<file path="src/rtl/stack_seq_pkg.sv">
package stack_seq_pkg;

  typedef enum logic [2:0] {
    CMD_CALL      = 3'd0,
    CMD_RET       = 3'd1,
    CMD_BRK       = 3'd2,
    CMD_RTI       = 3'd3,
    CMD_PUSH_ACC  = 3'd4,
    CMD_PUSH_STAT = 3'd5,
    CMD_PULL_ACC  = 3'd6,
    CMD_PULL_STAT = 3'd7
  } seqCmd_e;

  typedef enum logic [2:0] {
    ADR_NONE,
    ADR_PUSH,
    ADR_PULL,
    ADR_VEC_LO,
    ADR_VEC_HI
  } adrSel_e;

  typedef enum logic [2:0] {
    WD_RET_HI,
    WD_RET_LO,
    WD_PC_HI,
    WD_PC_LO,
    WD_STATUS,
    WD_ACC
  } wdSel_e;

  typedef struct packed {
    adrSel_e adrSel;
    logic    wrEn;
    wdSel_e  wdSel;
    logic    spDec;
    logic    spInc;
    logic    ldTmp;
    logic    ldPcTarget;
    logic    ldPcJoin;
    logic    pcPlusOne;
    logic    ldStatus;
    logic    setBrkFlag;
    logic    ldAcc;
  } dpCtl_t;

  localparam int N_BIT   = 7;
  localparam int Z_BIT   = 1;
  localparam int BRK_BIT = 4;
  localparam int STEP_W  = 3;

endpackage

</file>
<file path="src/rtl/stack_ctrl.sv">
module stack_ctrl
  import stack_seq_pkg::*;
(
  input  logic                 clk,
  input  logic                 rstN,
  input  logic                 start,
  input  logic [2:0]           cmd,
  output dpCtl_t               ctl,
  output logic                 busy,
  output logic                 done
);

  logic              running;
  seqCmd_e           cmdQ;
  logic [STEP_W-1:0] step;
  logic              lastStep;

  function automatic logic [STEP_W-1:0] lastStepOf(seqCmd_e c);
    case (c)
      CMD_CALL, CMD_RET: lastStepOf = STEP_W'(1);
      CMD_BRK:           lastStepOf = STEP_W'(4);
      CMD_RTI:           lastStepOf = STEP_W'(2);
      default:           lastStepOf = STEP_W'(0);
    endcase
  endfunction

  assign lastStep = (step == lastStepOf(cmdQ));
  assign busy     = running;

  always_comb begin
    ctl = '0;
    if (running) begin
      case (cmdQ)
        CMD_CALL: begin
          ctl.adrSel = ADR_PUSH;
          ctl.wrEn   = 1'b1;
          ctl.spDec  = 1'b1;
          if (step == 0) ctl.wdSel = WD_RET_HI;
          else begin
            ctl.wdSel      = WD_RET_LO;
            ctl.ldPcTarget = 1'b1;
          end
        end
        CMD_RET: begin
          ctl.adrSel = ADR_PULL;
          ctl.spInc  = 1'b1;
          if (step == 0) ctl.ldTmp = 1'b1;
          else begin
            ctl.ldPcJoin  = 1'b1;
            ctl.pcPlusOne = 1'b1;
          end
        end
        CMD_BRK: begin
          case (step)
            STEP_W'(0), STEP_W'(1), STEP_W'(2): begin
              ctl.adrSel = ADR_PUSH;
              ctl.wrEn   = 1'b1;
              ctl.spDec  = 1'b1;
              ctl.wdSel  = (step == 0) ? WD_PC_HI :
                           (step == 1) ? WD_PC_LO : WD_STATUS;
            end
            STEP_W'(3): begin
              ctl.adrSel = ADR_VEC_LO;
              ctl.ldTmp  = 1'b1;
            end
            default: begin
              ctl.adrSel     = ADR_VEC_HI;
              ctl.ldPcJoin   = 1'b1;
              ctl.setBrkFlag = 1'b1;
            end
          endcase
        end
        CMD_RTI: begin
          ctl.adrSel = ADR_PULL;
          ctl.spInc  = 1'b1;
          if (step == 0)      ctl.ldStatus = 1'b1;
          else if (step == 1) ctl.ldTmp    = 1'b1;
          else                ctl.ldPcJoin = 1'b1;
        end
        CMD_PUSH_ACC, CMD_PUSH_STAT: begin
          ctl.adrSel = ADR_PUSH;
          ctl.wrEn   = 1'b1;
          ctl.spDec  = 1'b1;
          ctl.wdSel  = (cmdQ == CMD_PUSH_ACC) ? WD_ACC : WD_STATUS;
        end
        CMD_PULL_ACC: begin
          ctl.adrSel = ADR_PULL;
          ctl.spInc  = 1'b1;
          ctl.ldAcc  = 1'b1;
        end
        default: begin
          ctl.adrSel   = ADR_PULL;
          ctl.spInc    = 1'b1;
          ctl.ldStatus = 1'b1;
        end
      endcase
    end
  end

  always_ff @(posedge clk) begin
    if (!rstN) begin
      running <= 1'b0;
      cmdQ    <= CMD_CALL;
      step    <= '0;
      done    <= 1'b0;
    end else begin
      done <= 1'b0;
      if (!running) begin
        if (start) begin
          running <= 1'b1;
          cmdQ    <= seqCmd_e'(cmd);
          step    <= '0;
        end
      end else if (lastStep) begin
        running <= 1'b0;
        done    <= 1'b1;
      end else begin
        step <= step + 1'b1;
      end
    end
  end

  // completion is a single-cycle pulse
  assert_done_pulse_R10: assert property (@(posedge clk) disable iff (!rstN)
    done |=> !done);

  // an idle start is always taken
  assert_accept_R3: assert property (@(posedge clk) disable iff (!rstN)
    (start && !running) |=> running);

  // a start during a sequence leaves the command untouched
  assert_ignore_busy_R3: assert property (@(posedge clk) disable iff (!rstN)
    (running && start && !lastStep) |=> (running && $stable(cmdQ)));

endmodule

</file>
<file path="src/rtl/stack_dp.sv">
module stack_dp
  import stack_seq_pkg::*;
#(
  parameter int ADDR_W = 16,
  parameter int DATA_W = 8,
  parameter logic [ADDR_W-DATA_W-1:0] STACK_PAGE = 'h01,
  parameter logic [ADDR_W-1:0] VEC_ADDR = 'hFFFE
) (
  input  logic              clk,
  input  logic              rstN,
  input  dpCtl_t            ctl,
  input  logic [ADDR_W-1:0] target,
  input  logic [DATA_W-1:0] accIn,
  input  logic [DATA_W-1:0] rdData,
  output logic [ADDR_W-1:0] busAddr,
  output logic [DATA_W-1:0] busWrData,
  output logic              busWrEn,
  output logic [ADDR_W-1:0] pcOut,
  output logic [DATA_W-1:0] spOut,
  output logic [DATA_W-1:0] statusOut,
  output logic [DATA_W-1:0] accOut
);

  localparam logic [ADDR_W-1:0] VEC_HI_ADDR = VEC_ADDR + 1'b1;

  logic [DATA_W-1:0] spReg, spPlus, tmpReg, statusReg, accReg;
  logic [ADDR_W-1:0] pcReg, retAddr, joined;

  assign spPlus  = spReg + 1'b1;
  assign retAddr = pcReg - 1'b1;
  assign joined  = {rdData, tmpReg};

  always_comb begin
    case (ctl.adrSel)
      ADR_PUSH:   busAddr = {STACK_PAGE, spReg};
      ADR_PULL:   busAddr = {STACK_PAGE, spPlus};
      ADR_VEC_LO: busAddr = VEC_ADDR;
      ADR_VEC_HI: busAddr = VEC_HI_ADDR;
      default:    busAddr = '0;
    endcase
  end

  always_comb begin
    case (ctl.wdSel)
      WD_RET_HI: busWrData = retAddr[ADDR_W-1:DATA_W];
      WD_RET_LO: busWrData = retAddr[DATA_W-1:0];
      WD_PC_HI:  busWrData = pcReg[ADDR_W-1:DATA_W];
      WD_PC_LO:  busWrData = pcReg[DATA_W-1:0];
      WD_STATUS: busWrData = statusReg;
      default:   busWrData = accIn;
    endcase
  end

  assign busWrEn   = ctl.wrEn;
  assign pcOut     = pcReg;
  assign spOut     = spReg;
  assign statusOut = statusReg;
  assign accOut    = accReg;

  always_ff @(posedge clk) begin
    if (!rstN) begin
      spReg     <= '1;
      pcReg     <= '0;
      tmpReg    <= '0;
      statusReg <= '0;
      accReg    <= '0;
    end else begin
      if (ctl.spDec)      spReg <= spReg - 1'b1;
      else if (ctl.spInc) spReg <= spPlus;

      if (ctl.ldTmp) tmpReg <= rdData;

      if (ctl.ldPcTarget)    pcReg <= target;
      else if (ctl.ldPcJoin) pcReg <= ctl.pcPlusOne ? joined + 1'b1 : joined;

      if (ctl.ldStatus) statusReg <= rdData;
      else if (ctl.ldAcc) begin
        statusReg[N_BIT] <= rdData[DATA_W-1];
        statusReg[Z_BIT] <= (rdData == '0);
      end
      if (ctl.setBrkFlag) statusReg[BRK_BIT] <= 1'b1;

      if (ctl.ldAcc) accReg <= rdData;
    end
  end

  // a push leaves the pointer one lower, modulo the page
  assert_push_dec_R2: assert property (@(posedge clk) disable iff (!rstN)
    ctl.spDec |=> (spReg == $past(spReg) - 1'b1));

  // a pull leaves the pointer one higher, modulo the page
  assert_pull_inc_R2: assert property (@(posedge clk) disable iff (!rstN)
    ctl.spInc |=> (spReg == $past(spReg) + 1'b1));

  // the call destination reaches the program counter
  assert_call_target_R4: assert property (@(posedge clk) disable iff (!rstN)
    ctl.ldPcTarget |=> (pcOut == $past(target)));

  // the break flag is set at the end of a break
  assert_brk_flag_R6: assert property (@(posedge clk) disable iff (!rstN)
    ctl.setBrkFlag |=> statusReg[BRK_BIT]);

  // status holds when nothing loads it
  assert_status_hold_R8: assert property (@(posedge clk) disable iff (!rstN)
    (!ctl.ldStatus && !ctl.ldAcc && !ctl.setBrkFlag) |=> $stable(statusReg));

endmodule

</file>
<file path="src/rtl/stack_seq.sv">
module stack_seq
  import stack_seq_pkg::*;
#(
  parameter int ADDR_W = 16,
  parameter int DATA_W = 8
) (
  input  logic              clk,
  input  logic              rstN,
  input  logic              start,
  input  logic [2:0]        cmd,
  input  logic [ADDR_W-1:0] target,
  input  logic [DATA_W-1:0] accIn,
  input  logic [DATA_W-1:0] rdData,
  output logic [ADDR_W-1:0] busAddr,
  output logic [DATA_W-1:0] busWrData,
  output logic              busWrEn,
  output logic              busy,
  output logic              done,
  output logic [ADDR_W-1:0] pcOut,
  output logic [DATA_W-1:0] spOut,
  output logic [DATA_W-1:0] statusOut,
  output logic [DATA_W-1:0] accOut
);

  dpCtl_t ctl;

  stack_ctrl i_ctrl (
    .clk   (clk),
    .rstN  (rstN),
    .start (start),
    .cmd   (cmd),
    .ctl   (ctl),
    .busy  (busy),
    .done  (done)
  );

  stack_dp #(
    .ADDR_W (ADDR_W),
    .DATA_W (DATA_W)
  ) i_dp (
    .clk       (clk),
    .rstN      (rstN),
    .ctl       (ctl),
    .target    (target),
    .accIn     (accIn),
    .rdData    (rdData),
    .busAddr   (busAddr),
    .busWrData (busWrData),
    .busWrEn   (busWrEn),
    .pcOut     (pcOut),
    .spOut     (spOut),
    .statusOut (statusOut),
    .accOut    (accOut)
  );

  // no write leaves the block while it is idle
  assert_idle_quiet_R10: assert property (@(posedge clk) disable iff (!rstN)
    !busy |-> !busWrEn);

endmodule

</file>
<file path="config.mk">
export PLATFORM = sky130hd
export DESIGN_NAME = stack_seq
export DESIGN_NICKNAME = d
export VERILOG_FILES = /design/src/rtl/stack_seq_pkg.sv /design/src/rtl/stack_ctrl.sv /design/src/rtl/stack_dp.sv /design/src/rtl/stack_seq.sv
export SDC_FILE = /design/constraint.sdc
export NUM_CORES = 1
export LEC_CHECK = 0
export ABC_AREA = 1
export ABC_CLOCK_PERIOD_IN_PS = 2800
export BUFFER_PORTS_ARGS = -buffer_cell sky130_fd_sc_hd__clkbuf_2
export CAP_MARGIN = 20
export CORE_AREA = 5 5 94 96
export CTS_CLUSTER_DIAMETER = 60
export CTS_CLUSTER_SIZE = 8
export DETAILED_ROUTE_END_ITERATION = 8
export DIE_AREA = 0 0 99 101
export HOLD_SLACK_MARGIN = 0.06
export PLACE_DENSITY = 0.85
export SLEW_MARGIN = 40
export SYNTH_ARGS = -nofsm -noshare
export SYNTH_HDL_FRONTEND = slang
export SYNTH_SLANG_ARGS = --single-unit
</file>
<file path="constraint.sdc">
create_clock -name clk -period 2.8 [get_ports clk]
set_clock_uncertainty 0.15 [all_clocks]
set_input_delay 0.28 -clock clk [delete_from_list [all_inputs] [get_ports clk]]
set_output_delay 0.28 -clock clk [all_outputs]
set_load 0.05 [all_outputs]
</file>
==> impl_metrics.env <==
export IMPL_outcome="finished clean"
export IMPL_grt_total_usage_pct=25.6
export IMPL_hold_buffers=0
export IMPL_slowest_stage="dfxtp_2"
export IMPL_cts_setup_buffers=0
export IMPL_synth_simple_gate_area_share_pct=40.5
export IMPL_drv_cap=0
export IMPL_peakVddDrop_v=0.000227
export IMPL_clkTransAtPathRegs_ns=0.11
export IMPL_endpoint_kind="output port"
export IMPL_clock_sinks=56
export IMPL_io_pins=105
export IMPL_grt_max_degree=41
export IMPL_drc=0
export IMPL_path_common_cell="inv_1"
export IMPL_setup_ws_ns=0.112
export IMPL_avgViaCountPerCell=5.49
export IMPL_final_period_utilization_pct=96.0
export IMPL_syn_area_sq_mm=0.00413
export IMPL_syn_nets=731
export IMPL_ys_seq_area_share_pct=27.2
export IMPL_numCtsBuffers=5
export IMPL_die_area_sq_mm=0.0100
export IMPL_ant_nets=0
export IMPL_critPathLaunchType="flop"
export IMPL_ys_ff_latch=56
export IMPL_dp_hpwl_um=9920
export IMPL_synth_edf_count=0
export IMPL_placed_area_sq_mm=0.00474
export IMPL_hold_class="primary input to flop"
export IMPL_mostFrequentLayoutCells="nand2_1, clkbuf_2, nor2_1"
export IMPL_antenna_found_initial=0
export IMPL_clk_latency_ns=0.32
export IMPL_die_h_um=101
export IMPL_crit_type="flop to output port"
export IMPL_max_slew_margin_pct=57.3
export IMPL_tritoncts="done"
export IMPL_drt_initial_drc_count=272
export IMPL_avgRoutedWirePerCell_um=14.7
export IMPL_layout_min_cycle_time_ns=2.69
export IMPL_htree_levels=2
export IMPL_setup_viol=0
export IMPL_root_buffer="clkbuf_8"
export IMPL_avgSynthCellArea_sq_um=6.04
export IMPL_grt_pass1_vias=4547
export IMPL_wirelength_um=13000
export IMPL_path_cells="inv_1 -> ha_1 -> nand2_1 -> inv_1 -> nand2_2 -> inv_1 -> or2_2 -> nand3_1 -> nand2_1 -> nor2_2 -> nand3_2 -> buf_12"
export IMPL_synth_xor_area_share_pct=4.03
export IMPL_gpl_final_weighted_congestion=0.911
export IMPL_vias=4840
export IMPL_synth_mux_area_share_pct=0.242
export IMPL_grt_pass1_wl_um=21300
export IMPL_fin_nets=823
export IMPL_die_w_um=99
export IMPL_synthArstFlopShare_pct=0
export IMPL_io_buffers=104
export IMPL_synth_top_family_by_area="simple AND/OR/NAND/NOR gates"
export IMPL_max_stage_delay_ns=0.39
export IMPL_hold_violations=0
export IMPL_max_freq_ghz=0.372
export IMPL_placementRows=33
export IMPL_crit_required_ns=2.37
export IMPL_start_util_pct=51.8
export IMPL_synth_ff_type="dfxtp_1"
export IMPL_n_antenna_cell=0
export IMPL_synthAdderAreaFrac_pct=2.73
export IMPL_clockBufferDepth=2
export IMPL_crit_fanout=4
export IMPL_p_per_area_mw_per_mm2=541
export IMPL_drtPass1Iterations=5
export IMPL_power_leakage_nw=2.45
export IMPL_core_sq_mm=0.00797
export IMPL_drive_above_1_share_pct=22.0
export IMPL_synth_warnings=0
export IMPL_synth_compound_area_share_pct=15.9
export IMPL_final_common_cell="nand2_1"
export IMPL_crit_arrival_ns=2.26
export IMPL_slew_viol_final=0
export IMPL_grt_overflow_total=0
export IMPL_postLayoutCellArea_sq_mm=0.00494
export IMPL_yosysUniqueCellTypes=36
export IMPL_syn_to_final_growth_pct=19.6
export IMPL_syn_inst=684
export IMPL_tightest_slew_ns=0.640
export IMPL_post_place_ws_ns=0.243
[what timing repair did]
item,in CTS,in global routing
resized for setup,14,27
setup endpoints to repair,14,16
pin swaps,0,2
endpoints found under the hold margin,0,0
[registers in the layout, summed over array words and instances (netlist names)]
signal / flops
i_dp.pcOut: 16
i_ctrl.step: 3
i_ctrl.cmdQ: 3
i_ctrl.busy: 1
i_dp.tmpReg: 8
i_dp.statusOut: 8
i_ctrl.done: 1
i_dp.spOut: 8
i_dp.accOut: 8
[worst paths after layout]
check	cells past startpoint	end	slack (ns)	startpoint
worst max register to register	10	i_dp.pcOut[9]	0.56	i_ctrl.step[0]
worst min-delay path	3	i_ctrl.cmdQ[0]	0.08	cmd[0]
worst max-delay path	12	busWrData[6]	0.11	i_dp.pcOut[0]
worst min register to register	2	i_dp.pcOut[11]	0.36	i_dp.pcOut[11]
[cell families after synthesis]
kind of cell / Yosys count
AOI/OAI and AO/OA: 121
DFF: 56
muxes: 1
and+or+nand+nor: 387
buffers and inverters: 91
adders and majority gates: 9
xor gates and xnor gates: 19
[Yosys cell counts (all sizes together), types with 4 or more instances]
library cell | number | share of area, %
nand2 | 207 | 19
nor2 | 81 | 8.1
nand3 | 64 | 7.9
inv | 63 | 5.7
dfxtp | 56 | 27
a21oi | 54 | 6.9
o21ai | 51 | 6.2
buf | 18 | 2.8
xor2 | 16 | 3.4
or2 | 12 | 1.8
clkbuf | 10 | 0.91
nor3 | 10 | 1.3
ha | 9 | 2.7
nand4 | 9 | 1.4
o211ai | 5 | 0.91
o22ai | 4 | 0.61
[critical path: cells and delay by family, from the launching register on]
family                     cells  cell delay [ns]
adders and majority gates      1             0.24
buffers and inverters          4             0.43
DFF                            1             0.39
and+or+nand+nor                7             0.88
[where the power goes]
group / leakage (nW) / total [W] / switching [W] / internal, W
logic: 1.95 / 0.00129 / 0.000878 / 0.000413
registers: 0.457 / 0.000908 / 0.0000674 / 0.000841
clock network: 0.0485 / 0.000474 / 0.000293 / 0.000180
total: 2.45 / 0.00267 / 0.00124 / 0.00143
[layout make-up]
| class | instances | area, sq um |
|---|---|---|
| Timing Repair Buffer | 113 | 649 |
| Fill cell | 773 | 3030 |
| Inverter | 63 | 239 |
| Clock inverter | 3 | 22.5 |
| Clock buffer | 5 | 68.8 |
| Sequential cell | 56 | 1130 |
| Tap cell | 105 | 131 |
| Multi-Input combinational cell | 537 | 2700 |
[metal layers]
metal	wire length, um	global-route usage, %	part of all wire, %	vias to the layer above
met4	196	7.67	1.5	0
met1	5690	34.8	44	2182
li1	-	-	-	2422
met2	6060	42.0	47	216
met5	0	0	0	-
met3	1010	4.08	7.8	20
[through the flow]
| stage | setup TNS, ns | total power [W] | std cells | hold slack (ns) | utilization (%) |
|---|---|---|---|---|---|
| after floorplan | 0 | 0.00182 | 684 | 0.295 | - |
| after global placement | 0 | 0.00214 | 874 | 0.348 | 59.5 |
| after detailed placement | 0 | 0.00216 | 874 | 0.347 | 59.5 |
| after CTS | 0 | 0.00265 | 882 | 0.0810 | 61.1 |
| after global routing | -0.0729 | 0.00283 | 882 | 0.0928 | 62.0 |
| final | 0 | 0.00267 | 882 | 0.0825 | 62.0 |
(Power assumes the default switching activity.)
